==> src/rtl/prd_pkg.sv <==
package prd_pkg;
  localparam int ADDR_W  = 3;
  localparam int N_THR   = 4;
  localparam int THR_IDX = $clog2(N_THR);

  typedef enum logic [1:0] {
    RES_FIFO = 2'd0,
    RES_BYP  = 2'd1,
    RES_RSV  = 2'd2,
    RES_THR  = 2'd3
  } res_e;

  function automatic res_e res_of(input logic [ADDR_W-1:0] a);
    if (a[2])            return RES_THR;
    else if (a[1])       return RES_RSV;
    else if (a[0])       return RES_BYP;
    else                 return RES_FIFO;
  endfunction

  function automatic logic [THR_IDX-1:0] thr_slot(input logic [ADDR_W-1:0] a);
    return a[THR_IDX-1:0];
  endfunction
endpackage

==> src/rtl/prd_decode.sv <==
module prd_decode
  import prd_pkg::*;
(
  input  logic              clk,
  input  logic              rst_n,
  input  logic              sel_n,
  input  logic [ADDR_W-1:0] addr,
  input  logic              rd_wr_n,
  input  logic              en_n,
  input  logic              ab_full,
  input  logic              ba_empty,
  output logic              ab_wr,
  output logic              ba_rd,
  output logic              byp_ld,
  output logic [N_THR-1:0]  thr_ld,
  output logic              rsv_rd,
  output logic              out_ld,
  output res_e              rd_res
);
  logic acc_wr, acc_rd, any_ld;
  res_e res;

  always_comb begin
    res    = res_of(addr);
    acc_wr = !sel_n && !en_n && !rd_wr_n;
    acc_rd = !sel_n && !en_n &&  rd_wr_n;
    ab_wr  = acc_wr && (res == RES_FIFO) && !ab_full;
    ba_rd  = acc_rd && (res == RES_FIFO) && !ba_empty;
    byp_ld = acc_wr && (res == RES_BYP);
    rsv_rd = acc_rd && (res == RES_RSV);
    thr_ld = '0;
    if (acc_wr && res == RES_THR) thr_ld[thr_slot(addr)] = 1'b1;
    out_ld = ba_rd || (acc_rd && res != RES_FIFO);
    rd_res = res;
  end

  assign any_ld = ab_wr | ba_rd | byp_ld | out_ld | (|thr_ld);

  AST_SEL_QUIET:   assert property (@(posedge clk) disable iff (!rst_n) sel_n |-> !any_ld);
  AST_EN_QUIET:    assert property (@(posedge clk) disable iff (!rst_n) en_n |-> !any_ld);
  AST_FULL_BLOCK:  assert property (@(posedge clk) disable iff (!rst_n) ab_full |-> !ab_wr);
  AST_EMPTY_BLOCK: assert property (@(posedge clk) disable iff (!rst_n) ba_empty |-> !ba_rd);
  AST_ONE_THR:     assert property (@(posedge clk) disable iff (!rst_n) $onehot0(thr_ld));
endmodule

==> src/rtl/prd_thr_bank.sv <==
module prd_thr_bank
  import prd_pkg::*;
#(
  parameter int OFS_W   = 9,
  parameter int OFS_RST = 8
) (
  input  logic                     clk,
  input  logic                     rst_n,
  input  logic [N_THR-1:0]         thr_ld,
  input  logic [OFS_W-1:0]         wdata,
  input  logic [THR_IDX-1:0]       rd_slot,
  output logic [N_THR-1:0][OFS_W-1:0] thr_q,
  output logic [OFS_W-1:0]         rd_val
);
  for (genvar g = 0; g < N_THR; g++) begin : g_thr
    always_ff @(posedge clk) begin
      if (!rst_n)         thr_q[g] <= OFS_W'(OFS_RST);
      else if (thr_ld[g]) thr_q[g] <= wdata;
    end
    AST_THR_HOLD: assert property (@(posedge clk) disable iff (!rst_n)
      !thr_ld[g] |=> $stable(thr_q[g]));
  end

  assign rd_val = thr_q[rd_slot];
endmodule

==> src/rtl/prd_rd_reg.sv <==
module prd_rd_reg
  import prd_pkg::*;
#(
  parameter int DATA_W = 18,
  parameter int OFS_W  = 9
) (
  input  logic              clk,
  input  logic              rst_n,
  input  logic              out_ld,
  input  logic              rsv_rd,
  input  res_e              rd_res,
  input  logic [DATA_W-1:0] fifo_word,
  input  logic [DATA_W-1:0] byp_word,
  input  logic [OFS_W-1:0]  thr_word,
  output logic [DATA_W-1:0] q
);
  localparam int PAD_W = DATA_W - OFS_W;
  logic [DATA_W-1:0] nxt;

  always_comb begin
    unique case (rd_res)
      RES_FIFO: nxt = fifo_word;
      RES_BYP:  nxt = byp_word;
      RES_THR:  nxt = {{PAD_W{1'b0}}, thr_word};
      default:  nxt = '0;
    endcase
  end

  always_ff @(posedge clk) begin
    if (!rst_n)      q <= '0;
    else if (out_ld) q <= nxt;
  end

  AST_RSV_ZERO:  assert property (@(posedge clk) disable iff (!rst_n) rsv_rd |=> (q == '0));
  AST_OUT_HOLD:  assert property (@(posedge clk) disable iff (!rst_n) !out_ld |=> $stable(q));
endmodule

==> src/rtl/port_res_decoder.sv <==
module port_res_decoder
  import prd_pkg::*;
#(
  parameter int DATA_W  = 18,
  parameter int OFS_W   = 9,
  parameter int OFS_RST = 8
) (
  input  logic              clk,
  input  logic              rst_n,
  input  logic              sel_n,
  input  logic [2:0]        addr,
  input  logic              rd_wr_n,
  input  logic              en_n,
  input  logic              oe_n,
  input  logic [DATA_W-1:0] dq_in,
  output logic [DATA_W-1:0] dq_out,
  output logic              dq_oe,
  output logic              ab_wr,
  output logic [DATA_W-1:0] ab_wdata,
  input  logic              ab_full,
  output logic              ba_rd,
  input  logic [DATA_W-1:0] ba_rdata,
  input  logic              ba_empty,
  input  logic [DATA_W-1:0] byp_in,
  output logic [DATA_W-1:0] byp_out,
  output logic [OFS_W-1:0]  thr_ab_ae,
  output logic [OFS_W-1:0]  thr_ab_af,
  output logic [OFS_W-1:0]  thr_ba_ae,
  output logic [OFS_W-1:0]  thr_ba_af
);
  logic                        byp_ld, rsv_rd, out_ld;
  logic [N_THR-1:0]            thr_ld;
  logic [N_THR-1:0][OFS_W-1:0] thr_q;
  logic [OFS_W-1:0]            thr_rd;
  res_e                        rd_res;

  prd_decode u_dec (
    .clk(clk), .rst_n(rst_n), .sel_n(sel_n), .addr(addr), .rd_wr_n(rd_wr_n),
    .en_n(en_n), .ab_full(ab_full), .ba_empty(ba_empty), .ab_wr(ab_wr),
    .ba_rd(ba_rd), .byp_ld(byp_ld), .thr_ld(thr_ld), .rsv_rd(rsv_rd),
    .out_ld(out_ld), .rd_res(rd_res)
  );

  prd_thr_bank #(.OFS_W(OFS_W), .OFS_RST(OFS_RST)) u_thr (
    .clk(clk), .rst_n(rst_n), .thr_ld(thr_ld), .wdata(dq_in[OFS_W-1:0]),
    .rd_slot(thr_slot(addr)), .thr_q(thr_q), .rd_val(thr_rd)
  );

  prd_rd_reg #(.DATA_W(DATA_W), .OFS_W(OFS_W)) u_rd (
    .clk(clk), .rst_n(rst_n), .out_ld(out_ld), .rsv_rd(rsv_rd), .rd_res(rd_res),
    .fifo_word(ba_rdata), .byp_word(byp_in), .thr_word(thr_rd), .q(dq_out)
  );

  always_ff @(posedge clk) begin
    if (!rst_n)      byp_out <= '0;
    else if (byp_ld) byp_out <= dq_in;
  end

  assign ab_wdata  = dq_in;
  assign dq_oe     = !sel_n && rd_wr_n && !oe_n;
  assign thr_ab_ae = thr_q[0];
  assign thr_ab_af = thr_q[1];
  assign thr_ba_ae = thr_q[2];
  assign thr_ba_af = thr_q[3];

  AST_OE_READ:  assert property (@(posedge clk) disable iff (!rst_n) dq_oe |-> (rd_wr_n && !sel_n));
  AST_BYP_HOLD: assert property (@(posedge clk) disable iff (!rst_n) !byp_ld |=> $stable(byp_out));
  AST_WR_DIR:   assert property (@(posedge clk) disable iff (!rst_n) ab_wr |-> (!rd_wr_n && !ba_rd));
endmodule

==> config.mk <==
export PLATFORM = sky130hd
export DESIGN_NAME = port_res_decoder
export DESIGN_NICKNAME = d
export VERILOG_FILES = /design/src/rtl/prd_pkg.sv /design/src/rtl/prd_decode.sv /design/src/rtl/prd_thr_bank.sv /design/src/rtl/prd_rd_reg.sv /design/src/rtl/port_res_decoder.sv
export SDC_FILE = /design/constraint.sdc
export NUM_CORES = 1
export LEC_CHECK = 0
export ABC_CLOCK_PERIOD_IN_PS = 1840
export BUFFER_PORTS_ARGS = -buffer_cell sky130_fd_sc_hd__buf_4
export CAP_MARGIN = 20
export CORE_MARGIN = 2
export CORE_UTILIZATION = 47
export DETAILED_ROUTE_END_ITERATION = 8
export PLACE_DENSITY = 0.8
export SLEW_MARGIN = 30
export SYNTH_ARGS = -nofsm -noshare
export SYNTH_HDL_FRONTEND = slang
export SYNTH_SLANG_ARGS = --single-unit
==> constraint.sdc <==
create_clock -name clk -period 1.84 [get_ports clk]
set_clock_uncertainty 0.15 [all_clocks]
set_input_delay 0.092 -clock clk [delete_from_list [all_inputs] [get_ports clk]]
set_output_delay 0.092 -clock clk [all_outputs]
set_load 0.005 [all_outputs]
==> impl_metrics.csv, run 1 <==
group,metric,value,unit
run_status,outcome,"finished, final reports clean",
place,io_buffers,157,
global_routing,grt_overflow_total,0,
place,placed_area,4600,sq um
synth,yosys_most_used_dff,"dfxtp_1",
clocking,cts_tree,"yes",
power_and_ir_drop,ir_drop,0.000465,V
floorplan,die_w,89.9,um
synth,synth_cells,369,
cells_and_area,fin_nets,580,
cells_and_area,syn_to_final_growth,43.6,%
synth,ys_warn_count,0,
cells_and_area,stdcell_count,618,
synth,ys_seq_area_frac,0.415,
critical_path,cp.arrival,1.30,ns
sta,period_share,0.841,
clocking,clk_latency,0.35,ns
hold_path,hold_path_class,"input pin to flip-flop",
critical_path,crit_chain,"buf_4, or4_4, nor4_1, buf_4",
critical_path,worstSetupPathDepth,4,
sta,hold_slack,0.00695,ns
critical_path,end_kind,"output port",
synth,avgSynthCellArea,9.40,sq um
critical_path,path_common_cell,"buf_4",
synth,synthesis.nets,434,
critical_path,critPathBufInv,2,
place,dp.final_hpwl,7.17,mm
sta,relSlewSlack,0.617,
clocking,cts_resized,0,
clocking,clock_path_buffers,2,
clocking,htreeDepth,3,
global_routing,antenna_found_initial,0,
critical_path,r2r_cells,3,
floorplan,initial_utilization,0.481,
synth,yosys-top-cells-area,"dfxtp_1, mux2i_1, nand2_1",
power_and_ir_drop,power_density,691,nW/um^2
synth,synth_edf_count,0,
sta,tightest_slew,0.572,ns
route,drc,0,
sta,grt_setup_unrepaired,"false",
global_routing,grt_start_max_net_pins,35,
sta,fin_crit,1.55,ns
global_routing,grt_pass1_wl,16.3,mm
route,num_vias,3263,
clocking,cts_root_buffer,"clkbuf_8",
cells_and_area,drive_gt1_frac,0.389,
synth,synthArstFlopShare,0,
global_routing,gr-usage-all-layers,0.248,
critical_path,r2r_slack,0.63,ns
critical_path,r2r-start,"u_thr.thr_q[20]",
critical_path,endpoint,"ab_wr",
floorplan,die-area,8090,sq um
clocking,numCtsBuffers,9,
floorplan,ios,158,
route,vias_per_cell,5.28,
cells_and_area,fin_util,0.690,
floorplan,coreArea,7210,sq um
critical_path,criticalPathCategory,"input pin to output port",
synth,synth.most_common_cell,"dfxtp_1",
critical_path,startpoint,"en_n",
power_and_ir_drop,p_leak,2.20,nW
critical_path,r2r-end,"u_rd.q[2]",
floorplan,die_h,89.9,um
cells_and_area,diodes,0,
route,wl,10.0,mm
critical_path,slowest_delay,0.57,ns
synth,syn_area,3470,sq um
global_routing,grt_pass1_vias,3310,
synth,synth_commonest_cells,"dfxtp_1, mux2i_1, nand2_1",
cells_and_area,final_area,4980,sq um
synth,synth_top_area_frac,0.415,
clocking,clk_pin_slew,0.07,ns
place,gp_congestion,0.799,
sta,tns,0,ns
route,drtIter0Drc,145,
job,drv.max_cap_violation_count,0,
critical_path,crit_fanout,6,
sta,drv_slew,0,
critical_path,required,1.60,ns
sta,setup_viol,0,
clocking,cts_sinks,72,
critical_path,cp_slowest_cell,"or4_4",
place,placedCellCount,587,
route,first_pass_iters,4,
floorplan,placementRows,31,
synth,synth-seq-cells,72,
critical_path,crit_family,"simple AND/OR/NAND/NOR gates",
route,ant_nets,0,
sta,fmax,0.647,GHz
critical_path,cp-start-kind,"input pin",
sta,hold_violations,0,
synth,synthDistinctLibCells,32,
route,avgRoutedWirePerCell,16.2,um
synth,synth_area_leader_cell,"dfxtp_1",
## what timing repair did
action                                  4_1_cts  5_1_grt
hold buffers                                 16        0
endpoints found under the hold margin        36        0
setup buffers                                 0        0
endpoints found under the setup margin        0        0
## area by class of cell
class / count / area (sq um)
Timing Repair Buffer: 184 / 1450
Fill cell: 561 / 2230
Sequential cell: 72 / 1440
Multi-Input combinational cell: 246 / 1740
Clock inverter: 3 / 65.1
Inverter: 2 / 7.51
Tap cell: 99 / 124
Clock buffer: 12 / 155
## metrics by stage
| step | worst slack (ns) | total power [mW] |
|---|---|---|
| after global placement | 0.132 | 2.03 |
| after CTS | 0.264 | 3.44 |
| after global routing | 0.236 | 3.56 |
| final | 0.293 | 3.44 |
| after detailed placement | 0.0830 | 2.04 |
| after floorplan | 0.212 | 1.84 |
## state kept, by name (all words and copies together), names as in the netlist
register / count
u_rd.q: 18
u_thr.thr_q: 36
byp_out: 18
## report_power, final
group | switching (mW) | internal, mW
Sequential | 0.0129 | 1.58
Combinational | 0.204 | 0.242
Clock | 0.577 | 0.829
Total | 0.794 | 2.65
## cell usage in the layout, fill, tap and decap left out, types with 2 or more instances in the layout
cell and n:
dfxtp_1 72, dlygate4sd3_1 16, nor4_2 2, nand2b_1 2, nor2b_1 9, o221a_2 4, buf_4 166, a21oi_1 9
o221ai_1 9, o221a_1 5, nor2_1 5, nand4_1 9, o21ai_0 11, nand2_1 69, mux2_2 9, mux2i_1 70
bufinv_16 2, inv_1 2, nor4_1 2, or2_1 2, buf_12 2, nor3_1 18, clkbuf_8 11, o211ai_1 2
## per-layer routing
| metal | track usage | routed length (um) | vias to the layer above |
|---|---|---|---|
| li1 | - | - | 1574 |
| met1 | 0.309 | 4280 | 1534 |
| met2 | 0.413 | 4810 | 141 |
| met3 | 0.0637 | 807 | 14 |
| met4 | 0.0936 | 129 | 0 |
| met5 | 0 | 0 | - |
## worst register-to-register path, cell delays in order, from the launching register on
cell and delay [ns]:
dfxtp_1 0.33, mux2i_1 0.16, o221ai_1 0.20, o221a_2 0.27
## logic make-up after synthesis
family,after synthesis,share of synthesized area
DFF,72,0.415
muxes,79,0.231
buffers and inverters,51,0.0880
AOI/OAI and AO/OA,40,0.0851
and+or+nand+nor,127,0.180
## worst min-delay path by stage
stage              start        endpoint  slack, ns  cells after the start
2_1_floorplan       oe_n           dq_oe       0.07                      1
3_3_place_gp   dq_in[17]     byp_out[17]       0.21                      3
3_5_place_dp   dq_in[13]    ab_wdata[13]       0.21                      2
4_1_cts         dq_in[6]  u_thr.thr_q[6]      0.003                      3
5_1_grt            rst_n      byp_out[2]       0.03                      3
6_report        dq_in[6]  u_thr.thr_q[6]      0.007                      3
(Power assumes the default switching activity.)
==> run 2, diff against run 1 <==
ABC_CLOCK_PERIOD_IN_PS = 1580   (was 1840)
clock period = 1.58 ns   (was 1.84 ns; I/O delays follow)
==> impl_metrics.csv, run 2 (synthesized netlist as in run 1, its figures left out) <==
group,metric,value,unit
hold_path,min_from,"dq_in[4]",
job,drv.max_cap_violation_count,0,
sta,relSlewSlack,0.636,
clocking,clk_pin_slew,0.07,ns
critical_path,r2r_slack,0.36,ns
cells_and_area,final_area,5030,sq um
cells_and_area,syn_to_final_growth,45.0,%
clocking,clk_latency,0.34,ns
critical_path,required,1.35,ns
floorplan,initial_utilization,0.481,
sta,drv_slew,0,
critical_path,crit_fanout,4,
floorplan,coreArea,7210,sq um
cells_and_area,fin_util,0.697,
floorplan,die_w,89.9,um
global_routing,antenna_found_initial,0,
sta,setup_viol,0,
route,first_pass_iters,5,
global_routing,grt_start_max_net_pins,36,
clocking,cts_sinks,72,
place,placed_area,4680,sq um
cells_and_area,final_common_cell,"buf_4",
sta,period_share,0.949,
cells_and_area,drive_gt1_frac,0.404,
route,highest_layer,"met4",
sta,grt_setup_unrepaired,"false",
place,dp.final_hpwl,7.37,mm
clocking,postCtsSetupBuffers,0,
sta,tns,0,ns
power_and_ir_drop,power_density,755,nW/um^2
cells_and_area,diodes,0,
clocking,numCtsBuffers,9,
global_routing,grt_pass1_wl,16.6,mm
global_routing,grt_pass1_vias,3342,
route,drtIter0Drc,179,
critical_path,cp-start-kind,"input pin",
clocking,cts_tree,"yes",
route,num_vias,3265,
route,wl_met2,4.99,mm
power_and_ir_drop,power,3.80,mW
power_and_ir_drop,p_leak,2.23,nW
cells_and_area,largest_register,"u_thr.thr_q",
cells_and_area,fin_nets,590,
sta,fmax,0.667,GHz
clocking,clock_path_buffers,2,
hold_path,hold_path_class,"input pin to flip-flop",
floorplan,die-area,8090,sq um
route,ant_nets,0,
run_status,outcome,"finished, final reports clean",
route,wl,10.1,mm
clocking,cts_root_buffer,"clkbuf_8",
global_routing,gr-usage-all-layers,0.254,
floorplan,die_h,89.9,um
sta,fin_crit,1.50,ns
hold_path,holdPathEnd,"u_thr.thr_q[13]",
power_and_ir_drop,ir_drop,0.000434,V
critical_path,r2r-end,"u_rd.q[4]",
route,met3RoutedLength,870,um
critical_path,criticalPathCategory,"input pin to output port",
sta,tightest_slew,0.546,ns
route,avgRoutedWirePerCell,16.1,um
place,gp_congestion,0.807,
place,io_buffers,157,
cells_and_area,stdcell_count,629,
clocking,htreeDepth,3,
floorplan,ios,158,
critical_path,cp.arrival,1.27,ns
critical_path,r2r_cells,3,
cells_and_area,n_fill_cell,588,
sta,hold_violations,0,
route,wl_met1,4.16,mm
floorplan,placementRows,31,
route,vias_per_cell,5.19,
global_routing,grt_overflow_total,0,
cells_and_area,final_cell_mix,"buf_4, dfxtp_1, mux2i_1",
route,drc,0,
cells_and_area,largest_reg_flops,36,
cells_and_area,top_regs,"u_thr.thr_q: 36 flops, byp_out: 18 flops, u_rd.q: 18 flops",
critical_path,end_kind,"output port",
place,placedCellCount,597,
critical_path,r2r-start,"u_thr.thr_q[31]",
hold_path,worstHoldPathCells,3,
==> run 2: critical path, cell delays in order <==
cell    delay [ns]
buf_4         0.11
or4_4         0.57
buf_4         0.18
nor4_2        0.17
buf_4         0.16
==> run 2: final cells by class <==
class	count	area, sq um	share of cell area
Clock buffer	10	128	0.0254
Clock inverter	6	60.1	0.0119
Inverter	2	7.51	0.00149
Multi-Input combinational cell	246	1750	0.348
Sequential cell	72	1440	0.287
Tap cell	99	124	0.0246
Timing Repair Buffer	194	1520	0.302
==> run 2: timing repair <==
item / CTS / global route
endpoints found under the hold margin: 31 / 0
gates resized for setup: 1 / 0
hold buffers: 16 / 0
endpoints found under the setup margin: 1 / 0
==> run 2: power by group <==
group | switching, mW | total (mW) | internal, mW
Sequential | 0.0153 | 1.85 | 1.84
Combinational | 0.240 | 0.534 | 0.294
Clock | 0.690 | 1.41 | 0.721
Total | 0.945 | 3.80 | 2.85
==> run 2: layer usage <==
metal,vias to the layer above,global-route usage
li1,1599,-
met1,1507,0.309
met2,151,0.439
met3,8,0.0637
met4,0,0.0833
met5,-,0
==> run 2: worst max-delay path by stage <==
stage | from | slack, ns | to | cells after the start
finish | rd_wr_n | 0.08 | ab_wr | 5
global route | rd_wr_n | 0.005 | ab_wr | 5
CTS | rd_wr_n | 0.05 | ab_wr | 5
detailed placement | rd_wr_n | -0.14 | u_thr.thr_q[9] | 4
global placement | rd_wr_n | -0.08 | u_thr.thr_q[10] | 4
floorplan | addr[1] | 0.06 | byp_out[8] | 6
==> run 2: stage by stage <==
stage / hold slack [ns] / setup WS [ns]
6_report: 0.0117 / 0.0803
3_3_place_gp: 0.184 / -0.0803
3_5_place_dp: 0.185 / -0.139
2_1_floorplan: 0.0410 / 0.0578
4_1_cts: 0.00357 / 0.0525
5_1_grt: 0.0122 / 0.00472
==> run 3, diff against run 2 <==
ABC_CLOCK_PERIOD_IN_PS = 1680   (was 1580)
clock period = 1.68 ns   (was 1.58 ns; I/O delays follow)
==> impl_metrics.csv, run 3 (synthesized netlist as in run 1, its figures left out) <==
group,metric,value,unit
route,drc,0,
clocking,clk_pin_slew,0.07,ns
global_routing,grt_pass1_wl,16.1,mm
place,placed_area,4640,sq um
floorplan,placementRows,31,
clocking,cts_root_buffer,"clkbuf_8",
cells_and_area,syn_to_final_growth,44.8,%
power_and_ir_drop,power_density,737,nW/um^2
cells_and_area,n_fill_cell,559,
cells_and_area,final_common_cell,"buf_4",
sta,fmax,0.621,GHz
clocking,postCtsSetupBuffers,0,
sta,tightest_slew,0.595,ns
sta,hold_violations,0,
place,dp_slack,-0.0345,ns
floorplan,initial_utilization,0.481,
sta,relSlewSlack,0.602,
cells_and_area,final_area,5020,sq um
cells_and_area,largest_reg_flops,36,
hold_path,hold_path_class,"input pin to flip-flop",
route,drtIter0Drc,158,
critical_path,cp.arrival,1.38,ns
power_and_ir_drop,ir_drop,0.000406,V
route,wl,10.1,mm
sta,period_share,0.958,
place,placedCellCount,590,
route,vias_per_cell,5.26,
route,avgRoutedWirePerCell,16.2,um
global_routing,grt_pass1_vias,3308,
global_routing,gr-usage-all-layers,0.243,
cells_and_area,fin_nets,584,
cells_and_area,final_cell_mix,"buf_4, dfxtp_1, mux2i_1",
critical_path,cp-start-kind,"input pin",
floorplan,die_h,89.9,um
cells_and_area,stdcell_count,623,
global_routing,grt_overflow_total,0,
route,first_pass_iters,4,
clocking,clk_latency,0.34,ns
critical_path,end_kind,"output port",
clocking,htreeDepth,3,
power_and_ir_drop,p_leak,2.23,nW
critical_path,critPathBufInv,3,
critical_path,r2r_slack,0.46,ns
critical_path,slowest_delay,0.57,ns
cells_and_area,largest_register,"u_thr.thr_q",
route,num_vias,3275,
floorplan,die_w,89.9,um
floorplan,ios,158,
route,highest_layer,"met4",
critical_path,cp_slowest_cell,"or4_4",
critical_path,path_common_cell,"buf_4",
critical_path,crit_family,"simple AND/OR/NAND/NOR gates",
sta,timing.final.ws_setup,0.0701,ns
clocking,cts_sinks,72,
sta,drv_slew,0,
critical_path,criticalPathCategory,"input pin to output port",
sta,grt_setup_unrepaired,"false",
cells_and_area,fin_util,0.696,
global_routing,grt_start_max_net_pins,35,
cells_and_area,top_regs,"u_thr.thr_q: 36 flops, byp_out: 18 flops, u_rd.q: 18 flops",
cells_and_area,diodes,0,
place,dp.final_hpwl,7.30,mm
sta,fin_crit,1.61,ns
critical_path,crit_fanout,4,
global_routing,antenna_found_initial,0,
critical_path,required,1.45,ns
floorplan,die-area,8090,sq um
sta,setup_viol,0,
route,wl_met1,4.27,mm
sta,tns,0,ns
clocking,cts_tree,"yes",
route,met3RoutedLength,909,um
clocking,clock_path_buffers,2,
route,wl_met2,4.76,mm
route,ant_nets,0,
place,gp_congestion,0.784,
cells_and_area,drive_gt1_frac,0.393,
place,io_buffers,157,
floorplan,coreArea,7210,sq um
job,drv.max_cap_violation_count,0,
critical_path,crit_chain,"buf_4, or4_4, buf_4, nor4_1, buf_4",
clocking,numCtsBuffers,9,
run_status,outcome,"finished, final reports clean",
## run 3: changes by cell type in the layout (fill, tap and decap cells not counted)
cell and delta:
buf_4 -8, clkbuf_8 +4, clkinv_2 -2, clkinvlp_4 -2, buf_12 +1, dlygate4sd3_1 +1, nor4_1 +1, nor4_2 -1
## run 3: tightest hold or removal path: stages
cell     delay (ns)
buf_4          0.22
nand2_1        0.10
mux2i_1        0.05
## run 3: repair_timing
action | in CTS | in global routing
hold buffers | 17 | 0
hold endpoints to repair | 34 | 0
gates resized for setup | 0 | 0
## run 3: worst paths after layout
kind	cells past startpoint	endpoint	from
setup reg to reg	3	u_rd.q[2]	u_thr.thr_q[2]
hold / removal	3	byp_out[0]	rst_n
hold reg to reg	2	byp_out[1]	byp_out[1]
setup / recovery	5	ab_wr	addr[1]
## run 3: layout make-up
| cell class | instances | area, sq um | area share |
|---|---|---|---|
| multi-input combinational | 246 | 1740 | 0.347 |
| timing repair buffer | 188 | 1490 | 0.297 |
| sequential | 72 | 1440 | 0.287 |
| clock buffer | 14 | 183 | 0.0364 |
| tap | 99 | 124 | 0.0247 |
| clock inverter | 2 | 35.0 | 0.00697 |
| inverter | 2 | 7.51 | 0.00149 |
## run 3: where the power goes
group	switching (mW)	internal, mW	leakage [nW]
Clock	0.615	0.847	0.113
Sequential	0.0146	1.73	0.582
Combinational	0.225	0.272	1.53
## run 3: metal layers
metal	global-route usage	vias up
li1	-	1583
met1	0.303	1520
met2	0.405	160
met3	0.0671	12
met4	0.0846	0
met5	0	-
## run 3: stage by stage
| stage | power [mW] | hold slack, ns |
|---|---|---|
| after floorplan | 2.02 | 0.0510 |
| after global placement | 2.23 | 0.194 |
| after detailed placement | 2.24 | 0.195 |
| after CTS | 3.72 | 0.00109 |
| after global routing | 3.83 | 0.0371 |
| final | 3.70 | 0.0107 |
